`config.mk`:
```
export PLATFORM = sky130hd
export DESIGN_NAME = scl_timing_gen
export DESIGN_NICKNAME = d
export VERILOG_FILES = /design/src/rtl/scl_timing_pkg.sv /design/src/rtl/scl_glitch_filter.sv /design/src/rtl/scl_phase_timer.sv /design/src/rtl/sda_hold_timer.sv /design/src/rtl/scl_timing_gen.sv
export SDC_FILE = /design/constraint.sdc
export NUM_CORES = 1
export LEC_CHECK = 0
export BUFFER_PORTS_ARGS = -buffer_cell sky130_fd_sc_hd__buf_2
export CORE_MARGIN = 4
export CORE_UTILIZATION = 53
export DETAILED_ROUTE_END_ITERATION = 8
export PLACE_DENSITY = 0.9
export RECOVER_POWER = 50
export SYNTH_ARGS = -nofsm -noshare
export SYNTH_HDL_FRONTEND = slang
export SYNTH_SLANG_ARGS = --single-unit
```
`constraint.sdc`:
```
create_clock -name clk -period 5.8 [get_ports clk]
set_input_delay 0.29 -clock clk [delete_from_list [all_inputs] [get_ports clk]]
set_output_delay 0.29 -clock clk [all_outputs]
set_load 0.1 [all_outputs]
```
`src/rtl/scl_timing_pkg.sv`:
```
package scl_timing_pkg;

    localparam int CNT_W    = 16;
    localparam int SPK_W    = 8;
    localparam int EDGE_W   = 8;
    localparam int HOLD_W   = 16;
    localparam int TOT_W    = CNT_W + 2;
    localparam int HI_FIXED = 7;
    localparam int LO_FIXED = 1;

    typedef enum logic [1:0] {
        PH_IDLE = 2'd0,
        PH_LOW  = 2'd1,
        PH_RISE = 2'd2,
        PH_HIGH = 2'd3
    } phase_e;

    typedef enum logic [1:0] {
        SPD_STD  = 2'd0,
        SPD_FAST = 2'd1,
        SPD_HS   = 2'd2,
        SPD_RSVD = 2'd3
    } speed_e;

    typedef struct packed {
        logic [CNT_W-1:0] hi;
        logic [CNT_W-1:0] lo;
    } cnt_pair_t;

    function automatic cnt_pair_t pick_pair(input logic [1:0] sel,
                                            input cnt_pair_t s,
                                            input cnt_pair_t f,
                                            input cnt_pair_t h);
        case (speed_e'(sel))
            SPD_FAST: return f;
            SPD_HS:   return h;
            default:  return s;
        endcase
    endfunction

    function automatic logic [TOT_W-1:0] high_total(input logic [CNT_W-1:0]  hi,
                                                    input logic [SPK_W-1:0]  spk,
                                                    input logic [EDGE_W-1:0] fall);
        return TOT_W'(hi) + TOT_W'(spk) + TOT_W'(HI_FIXED) + TOT_W'(fall);
    endfunction

    function automatic logic [TOT_W-1:0] low_total(input logic [CNT_W-1:0]  lo,
                                                   input logic [EDGE_W-1:0] rise);
        return TOT_W'(lo) + TOT_W'(LO_FIXED) + TOT_W'(rise);
    endfunction

endpackage

```
`src/rtl/scl_glitch_filter.sv`:
```
module scl_glitch_filter
    import scl_timing_pkg::*;
#(
    parameter int SYNC_STAGES = 2
) (
    input  logic             clk,
    input  logic             rst,
    input  logic             raw_in,
    input  logic [SPK_W-1:0] spike_len,
    output logic             filt_out
);

    logic             sync_q;
    logic             filt_q;
    logic [SPK_W-1:0] run_cnt;

    generate
        if (SYNC_STAGES > 1) begin : g_multi
            logic [SYNC_STAGES-1:0] chain;
            always_ff @(posedge clk) begin
                if (rst) chain <= '1;
                else     chain <= {chain[SYNC_STAGES-2:0], raw_in};
            end
            assign sync_q = chain[SYNC_STAGES-1];
        end else begin : g_single
            logic one;
            always_ff @(posedge clk) begin
                if (rst) one <= 1'b1;
                else     one <= raw_in;
            end
            assign sync_q = one;
        end
    endgenerate

    always_ff @(posedge clk) begin
        if (rst) begin
            filt_q  <= 1'b1;
            run_cnt <= '0;
        end else if (sync_q != filt_q) begin
            if (run_cnt == spike_len) begin
                filt_q  <= sync_q;
                run_cnt <= '0;
            end else begin
                run_cnt <= run_cnt + SPK_W'(1);
            end
        end else begin
            run_cnt <= '0;
        end
    end

    assign filt_out = filt_q;

    AST_FILT_HOLDS: assert property (@(posedge clk) disable iff (rst)
        (sync_q == filt_q) |=> $stable(filt_q));

    AST_FILT_NEEDS_RUN: assert property (@(posedge clk) disable iff (rst)
        (sync_q != filt_q && run_cnt != spike_len) |=> $stable(filt_q));

endmodule

```
`src/rtl/scl_phase_timer.sv`:
```
module scl_phase_timer
    import scl_timing_pkg::*;
(
    input  logic             clk,
    input  logic             rst,
    input  logic             run,
    input  logic             scl_filt,
    input  logic [TOT_W-1:0] hi_total,
    input  logic [TOT_W-1:0] lo_total,
    output logic             low_load,
    output logic             low_last,
    output logic             scl_oe,
    output logic             sample_stb,
    output logic             busy
);

    phase_e           ph;
    logic [TOT_W-1:0] cnt;
    logic             cnt_zero;

    assign cnt_zero = (cnt == '0);

    always_comb begin
        low_load = run && ((ph == PH_IDLE) || (ph == PH_HIGH && cnt_zero));
    end

    always_ff @(posedge clk) begin
        if (rst) begin
            ph  <= PH_IDLE;
            cnt <= '0;
        end else begin
            case (ph)
                PH_IDLE: begin
                    if (low_load) begin
                        ph  <= PH_LOW;
                        cnt <= lo_total - TOT_W'(1);
                    end
                end
                PH_LOW: begin
                    if (cnt_zero) ph <= PH_RISE;
                    else          cnt <= cnt - TOT_W'(1);
                end
                PH_RISE: begin
                    if (scl_filt) begin
                        ph  <= PH_HIGH;
                        cnt <= hi_total - TOT_W'(1);
                    end
                end
                PH_HIGH: begin
                    if (cnt_zero) begin
                        if (low_load) begin
                            ph  <= PH_LOW;
                            cnt <= lo_total - TOT_W'(1);
                        end else begin
                            ph <= PH_IDLE;
                        end
                    end else begin
                        cnt <= cnt - TOT_W'(1);
                    end
                end
                default: ph <= PH_IDLE;
            endcase
        end
    end

    assign scl_oe     = (ph == PH_LOW);
    assign low_last   = (ph == PH_LOW) && cnt_zero;
    assign sample_stb = (ph == PH_RISE) && scl_filt;
    assign busy       = (ph != PH_IDLE);

    AST_IDLE_STAYS: assert property (@(posedge clk) disable iff (rst)
        (ph == PH_IDLE && !run) |=> (ph == PH_IDLE));

    AST_RISE_WAITS: assert property (@(posedge clk) disable iff (rst)
        (ph == PH_RISE && !scl_filt) |=> (ph == PH_RISE && !scl_oe));

    AST_LOW_ENDS_RELEASED: assert property (@(posedge clk) disable iff (rst)
        low_last |=> !scl_oe);

endmodule

```
`src/rtl/sda_hold_timer.sv`:
```
module sda_hold_timer
    import scl_timing_pkg::*;
(
    input  logic              clk,
    input  logic              rst,
    input  logic              load,
    input  logic              in_low,
    input  logic              low_last,
    input  logic [HOLD_W-1:0] hold_cyc,
    output logic              update_stb
);

    logic              armed;
    logic [HOLD_W-1:0] left;
    logic              fire;

    assign fire       = in_low && armed && ((left == '0) || low_last);
    assign update_stb = fire;

    always_ff @(posedge clk) begin
        if (rst) begin
            armed <= 1'b0;
            left  <= '0;
        end else if (load) begin
            armed <= 1'b1;
            left  <= hold_cyc;
        end else if (in_low && armed) begin
            if (fire) armed <= 1'b0;
            else      left  <= left - HOLD_W'(1);
        end
    end

    AST_HOLD_DONE_AT_RELEASE: assert property (@(posedge clk) disable iff (rst)
        $fell(in_low) |-> !armed);

    AST_HOLD_SINGLE: assert property (@(posedge clk) disable iff (rst)
        update_stb |=> !update_stb);

endmodule

```
`src/rtl/scl_timing_gen.sv`:
```
module scl_timing_gen
    import scl_timing_pkg::*;
#(
    parameter int SYNC_STAGES = 2
) (
    input  logic              clk,
    input  logic              rst,
    input  logic              run,
    input  logic [1:0]        speed_sel,
    input  logic [CNT_W-1:0]  std_hi,
    input  logic [CNT_W-1:0]  std_lo,
    input  logic [CNT_W-1:0]  fast_hi,
    input  logic [CNT_W-1:0]  fast_lo,
    input  logic [CNT_W-1:0]  hs_hi,
    input  logic [CNT_W-1:0]  hs_lo,
    input  logic [SPK_W-1:0]  spike_len,
    input  logic [EDGE_W-1:0] fall_cyc,
    input  logic [EDGE_W-1:0] rise_cyc,
    input  logic [HOLD_W-1:0] tx_hold,
    input  logic              scl_in,
    output logic              scl_oe,
    output logic              scl_filt,
    output logic              sample_stb,
    output logic              update_stb,
    output logic              busy
);

    cnt_pair_t        sel_pair;
    logic [TOT_W-1:0] hi_total;
    logic [TOT_W-1:0] lo_total;
    logic             low_load;
    logic             low_last;

    always_comb begin
        sel_pair = pick_pair(speed_sel,
                             '{hi: std_hi,  lo: std_lo},
                             '{hi: fast_hi, lo: fast_lo},
                             '{hi: hs_hi,   lo: hs_lo});
        hi_total = high_total(sel_pair.hi, spike_len, fall_cyc);
        lo_total = low_total(sel_pair.lo, rise_cyc);
    end

    scl_glitch_filter #(.SYNC_STAGES(SYNC_STAGES)) u_filter (
        .clk       (clk),
        .rst       (rst),
        .raw_in    (scl_in),
        .spike_len (spike_len),
        .filt_out  (scl_filt)
    );

    scl_phase_timer u_timer (
        .clk        (clk),
        .rst        (rst),
        .run        (run),
        .scl_filt   (scl_filt),
        .hi_total   (hi_total),
        .lo_total   (lo_total),
        .low_load   (low_load),
        .low_last   (low_last),
        .scl_oe     (scl_oe),
        .sample_stb (sample_stb),
        .busy       (busy)
    );

    sda_hold_timer u_hold (
        .clk        (clk),
        .rst        (rst),
        .load       (low_load),
        .in_low     (scl_oe),
        .low_last   (low_last),
        .hold_cyc   (tx_hold),
        .update_stb (update_stb)
    );

    AST_SAMPLE_ON_HIGH: assert property (@(posedge clk) disable iff (rst)
        sample_stb |-> scl_filt);

    AST_UPDATE_WHILE_LOW: assert property (@(posedge clk) disable iff (rst)
        update_stb |-> scl_oe);

    AST_SAMPLE_SINGLE: assert property (@(posedge clk) disable iff (rst)
        sample_stb |=> !sample_stb);

    AST_RELEASED_WHEN_IDLE: assert property (@(posedge clk) disable iff (rst)
        !busy |-> !scl_oe);

endmodule

```
Word level (Yosys, flattened, before mapping). Index checks and enable logic that the tools add are counted.

Multiplexer cells: 18. Equal/unequal tests: 13. Bitwise operators: 1. Reductions and logical operators: 20. Add/subtract/negate cells: 10.

Operators with widths (count): 18-bit 2-to-1 mux (4); 18-bit case mux with 4 select lines (1); 32-bit case mux with 2 select lines (1); 18-bit by 1-bit subtractor with 18-bit output (second input constant) (3); 16-bit 2-to-1 mux (3); 17-bit by 3-bit adder with 18-bit output (second input constant) (1); 17-bit by 8-bit adder with 18-bit output (1); 18-bit by 8-bit adder with 18-bit output (1); 18-bit logical NOT (1); 16-bit by 1-bit adder with 17-bit output (second input constant) (1); 16-bit by 8-bit adder with 17-bit output (1); 16-bit logical NOT (1); 16-bit by 1-bit subtractor with 16-bit output (second input constant) (1); 8-bit by 1-bit adder with 8-bit output (second input constant) (1); 8-bit equality test (1); 2-bit 2-to-1 mux (4); 2-bit != test (second input constant) (4); 2-bit case mux with 4 select lines (1); 2-bit AND reduction (4); 2-bit equality test (second input constant) (3); 1-bit logical AND (6); 2-bit nonzero test (3); 2-bit by 1-bit equality test with 1-bit output (second input constant) (2); 1-bit 2-to-1 mux (4); other kinds (7) (9).

Input bits: 142. Bits in registers: 48. Word-level logic and storage cells: 69.

Logic depth before layout (Yosys ltp).
Depth after elaboration: 8. Depth in mapped cells: 18. Mapped depth without buffers: 15.

Modules after synthesis. Synthesis repeated with hierarchy kept, for this count alone.

Cell total of the unflattened synthesis: 772. Area total of the unflattened synthesis: 5869.4 um^2.

By module, submodules not included: scl_phase_timer (cells an instance 316, area an instance 2263.4 um^2, times used 1, sequential area each 400.4 um^2); scl_timing_gen (cells an instance 264, area an instance 1955.6 um^2, times used 1, sequential area each 0.0 um^2); sda_hold_timer (cells an instance 141, area an instance 1157.4 um^2, times used 1, sequential area each 340.3 um^2); scl_glitch_filter (cells an instance 51, area an instance 493.0 um^2, times used 1, sequential area each 220.2 um^2).

Worst setup path after synthesis. OpenSTA, ideal clock, no wires.

Kind: input to register. Start point: input port speed_sel[0]. End point: register u_timer.cnt[10]. Path slack: 1.655 ns. Data required time: 5.676 ns. Library setup time: 0.124 ns. Arrival: 4.021 ns. Cell stages on the path: 18. Cell sequence: inv_1 -> ha_1 -> buf_2 -> buf_1 -> clkbuf_1 -> a22oi_1 -> o21ai_0 -> fa_1 -> fa_1 -> ha_1 -> fa_1 -> a21o_1 -> nor2b_1 -> nor3_1 -> nor2_1 -> xor2_1 -> a221oi_1 -> o21ai_1.

Longest elaborated chain between the ends: 8. Elaborated cells on any way between the ends: 14. Those cells by class: add/sub (7); eq/ne (2); mux (5).

Ends and longest elaborated chain: start: declaration (RTL line scl_timing_gen.sv:9) `input logic [1:0] speed_sel,`; 2-bit equality test or 2-bit by 1-bit equality test with 1-bit output (tied branches) (RTL line scl_timing_pkg.sv:34) `case (speed_e'(sel))`; 32-bit case mux with 2 select lines * (RTL line scl_timing_pkg.sv:34); 16-bit by 8-bit adder with 17-bit output or 16-bit by 1-bit adder with 17-bit output (tied branches) (RTL line scl_timing_pkg.sv:44, scl_timing_pkg.sv:49); 17-bit by 3-bit adder with 18-bit output or 17-bit by 8-bit adder with 18-bit output (tied branches) (RTL line scl_timing_pkg.sv:44, scl_timing_pkg.sv:49); 18-bit by 8-bit adder with 18-bit output or 18-bit by 1-bit subtractor with 18-bit output (tied branches) (RTL line scl_timing_pkg.sv:44, scl_phase_timer.sv:36, scl_phase_timer.sv:53); 18-bit by 1-bit subtractor with 18-bit output or 18-bit 2-to-1 mux (tied branches) (RTL line scl_phase_timer.sv:46, scl_phase_timer.sv:34, scl_phase_timer.sv:51); 18-bit 2-to-1 mux (on tied branches) (RTL line scl_phase_timer.sv:44, scl_phase_timer.sv:50); 18-bit case mux with 4 select lines * (RTL line scl_phase_timer.sv:32) `case (ph)`; end signal: assignment (RTL line scl_phase_timer.sv:36) `cnt <= lo_total - TOT_W'(1);`; end signal: assignment (RTL line scl_phase_timer.sv:46) `cnt <= hi_total - TOT_W'(1);`; end signal: assignment (RTL line scl_phase_timer.sv:53) `cnt <= lo_total - TOT_W'(1);`; end: declaration (RTL line scl_phase_timer.sv:18) `logic [TOT_W-1:0] cnt;`.

Mark *: on every way between the ends. The rest lies on a longest branch, timed or not. The select of a mux whose other input is x is not followed. A chain may end at the register's enable or synchronous reset.

Final worst setup path. Ends and elaborated chain as after synthesis.

==> out/qor.txt <==
Post-DP HPWL = 11,700 um
Die area = 10,900 um^2
DR vias = 5,360
Pin count of the biggest net entering global routing = 40
Hold_buf cts = 0
First-pass GRT wire length = 23,700 um
Post-Syn Instances = 639
Nets = 952
Register share of total power = 22.3%
Critical Path Start Type = input port
Crit Path Max Fanout = 16
Async set-reset flop share out of synthesis = 0%
Clk_lat worst skew = 0.30 ns
Ys Warns = 0
Min Clock Period, post-route = 4.20 ns
Worst slew pin tran = 1.30 ns
Post-CTS Setup Inserts = 0
Post-Syn Area per Cell = 7.74 um^2
Power Total = 2.51 mW
Number of synthesized flops with an enable pin = 0
CP Capture Type = register
Initial antenna violation count = 0
Hold endpoint = u_filter.g_multi.chain[0]
Critical path's most frequent cell = inv_1
Most frequent cells in the layout = 141 x buf_2, 60 x o21ai_0, 56 x nor2_1, 50 x a21oi_1, 49 x inv_1
Hold path start = scl_in
Routed WL per cell = 16.7 um
Peak supply drop = 0.293 mV
Critical path class = input port to register
Final hold violations = 0
Buffers added on ports = 146
Pwr/cell area = 435 nW/um^2
1st-iter DRT viols = 448
Netlist cell types = 75
FF-to-FF path depth = 9
HP Class = input port to register
CP max stage cell = fa_1
RSZ-0062 raised after global routing = false
Dominant cell type by area after synthesis = dfxtp_1
PnR worst setup slack = 1.60 ns
Pre-CTS setup slack = 1.34 ns
Layout area overhead = 16.8%
TritonCTS clock tree = done
H-tree Lvls = 2
Worst R2R Start = u_timer.cnt[0]
TritonCTS Sinks = 48
Starting density of the core = 55.6%
Mapped Nets = 825
Clock transition at the registers of the reported paths = 0.09 ns
Int Pwr = 1.19 mW
Worst hold slack = 0.174 ns
Via density = 6.13
Top-Level Pins = 147
Final TNS setup = 0 ns
Die height = 105 um
Post-route antenna net violation count = 0
Routability congestion estimate = 0.897
Fraction of layout cells with a size suffix above 1 = 23.1%
Yosys reg bits = 48
Pleak = 2.51 nW
Ant. Diodes = 0
Maximum clock rate = 238 MHz
Arrival time worst endpoint = 4.39 ns
Clock share of power = 10.4%
Final WL = 14,600 um
Switch share = 52.5%
Setup Skew = 0.0105 ns
Die W = 105 um
Status = complete, no violations
Slack of the worst reg-to-reg path = 1.89 ns
Worst hold path depth = 2
DR pass1 iterations = 5
CTS Buffer Depth = 2
Core Footprint = 8890 um^2
Final Cycle Share = 72.5%
Clock root cell = clkbuf_8
Slew headroom = 13.2%
Final setup viols = 0
Top cells by area, synth = dfxtp_1 19%, ha_1 8.6%, xnor2_1 6.7%, o21ai_0 6.1%, a21oi_1 5.1%
Mapped cell area = 4940 um^2
Max-slew violations = 0
Synth top area share = 19.4%
Most common cell after layout, fill and taps aside = buf_2
Worst path max stage delay = 0.51 ns
Total congestion overflow = 0
Fill count = 761
Comb power frac = 67.3%
Reg2reg end = u_timer.cnt[11]
Post-CTS resize count = 0
NetSw = 1.32 mW
Post-synthesis sequential area ratio = 19.4%
CTS Buf Count = 5
DRC = 0
Number of global-route vias before repair = 5,277
Total track usage = 25.5%
Max Cap Viol = 0
Row Count = 34
Crit path cell chain = buf_2 -> inv_1 -> ha_1 -> inv_1 -> o21ai_0 -> fa_1 -> inv_1 -> ha_1 -> fa_1 -> a21o_1 -> nor2b_1 -> nor3_1 -> nor2_1 -> xor2_1 -> a221oi_1 -> o21ai_1
Critical Path RT = 5.98 ns
Synth Flop Type = dfxtp_1
[cell type report]
| type | count | area [um^2] | share of cell area [%] |
|---|---|---|---|
| multi-input cells | 511 | 3610 | 62.6 |
| flip-flops and latches | 48 | 961 | 16.6 |
| repair buffers | 151 | 758 | 13.1 |
| inverters | 49 | 184 | 3.19 |
| well taps | 108 | 135 | 2.34 |
| clock buffers | 6 | 82.6 | 1.43 |
| clock inverters | 2 | 38.8 | 0.672 |
[through the flow]
| step | area, um^2 | instances | util [%] |
|---|---|---|---|
| 2_1_floorplan | 4940 | 639 | - |
| 5_1_grt | 5770 | 875 | 64.9 |
| 3_5_place_dp | 5700 | 867 | 64.1 |
| 6_report | 5770 | 875 | 64.9 |
| 4_1_cts | 5820 | 875 | 65.5 |
| 3_3_place_gp | 5700 | 867 | 64.1 |
[Yosys cell counts, types with 3 or more instances]
master / number
a211oi_1: 6
a21o_1: 5
a21oi_1: 50
a221o_1: 17
a221oi_1: 4
a22oi_1: 18
a2bb2oi_1: 3
a31oi_1: 6
buf_2: 6
clkbuf_1: 19
dfxtp_1: 48
fa_1: 10
ha_1: 34
inv_1: 49
nand2_1: 47
nand2b_1: 3
nand3_1: 13
nand4_1: 4
nor2_1: 56
nor2b_1: 7
nor3_1: 16
nor3_2: 3
nor4_1: 6
nor4_2: 4
o21ai_0: 60
o21ai_1: 8
or2_1: 3
or2_2: 4
or3_1: 8
or4_1: 4
xnor2_1: 38
xor2_1: 22
[flip-flops by register name (all words and copies together), names as in the netlist]
| signal | cells |
|---|---|
| u_filter.g_multi.chain | 2 |
| u_filter.run_cnt | 8 |
| u_timer.cnt | 18 |
| u_hold.armed | 1 |
| u_hold.left | 16 |
| u_timer.ph | 2 |
| u_filter.filt_out | 1 |
[worst max-delay path: cells and delay by family]
kind,cells,cell delay [ns]
compound gates,4,0.84
simple gates,3,0.71
buf+inv,4,0.62
xor+xnor,1,0.16
fa+ha+maj,4,1.77
[power by group through the flow]
stage          clock (mW)  sequential (mW)  combinational (mW)
2_1_floorplan           0            0.532                1.36
3_3_place_gp            0            0.551                1.63
3_5_place_dp            0            0.562                1.69
4_1_cts             0.263            0.558                1.70
5_1_grt             0.275            0.577                1.85
6_report            0.260            0.561                1.69
[per-layer routing]
layer	track usage [%]	share of wire [%]	vias up
li1	-	-	2564
met2	44.9	49	285
met3	4.75	8.6	35
met4	9.28	2.8	0
met1	31.0	40	2476
met5	0	0	-
[worst max path at each step]
stage,slack (ns),cells past startpoint,to,from
floorplan,1.65,18,u_timer.cnt[10],speed_sel[0]
global placement,1.50,16,u_timer.cnt[10],speed_sel[0]
detailed placement,1.34,16,u_timer.cnt[10],speed_sel[0]
CTS,1.65,16,u_timer.cnt[10],speed_sel[0]
global route,1.34,16,u_timer.cnt[15],speed_sel[0]
finish,1.60,16,u_timer.cnt[10],speed_sel[0]
[cell families after synthesis]
kind of cell | count (synthesis) | share of synthesized area, %
AO/OA/AOI/OAI | 209 | 28.9
XOR/XNOR | 60 | 10.6
adder cells (fa/ha/maj) | 44 | 12.7
buffers and inverters | 80 | 6.68
flip-flops | 48 | 19.4
multiplexers | 2 | 0.405
AND/OR/NAND/NOR | 196 | 21.3
No activity file was read; power rests on OpenSTA's default activity.
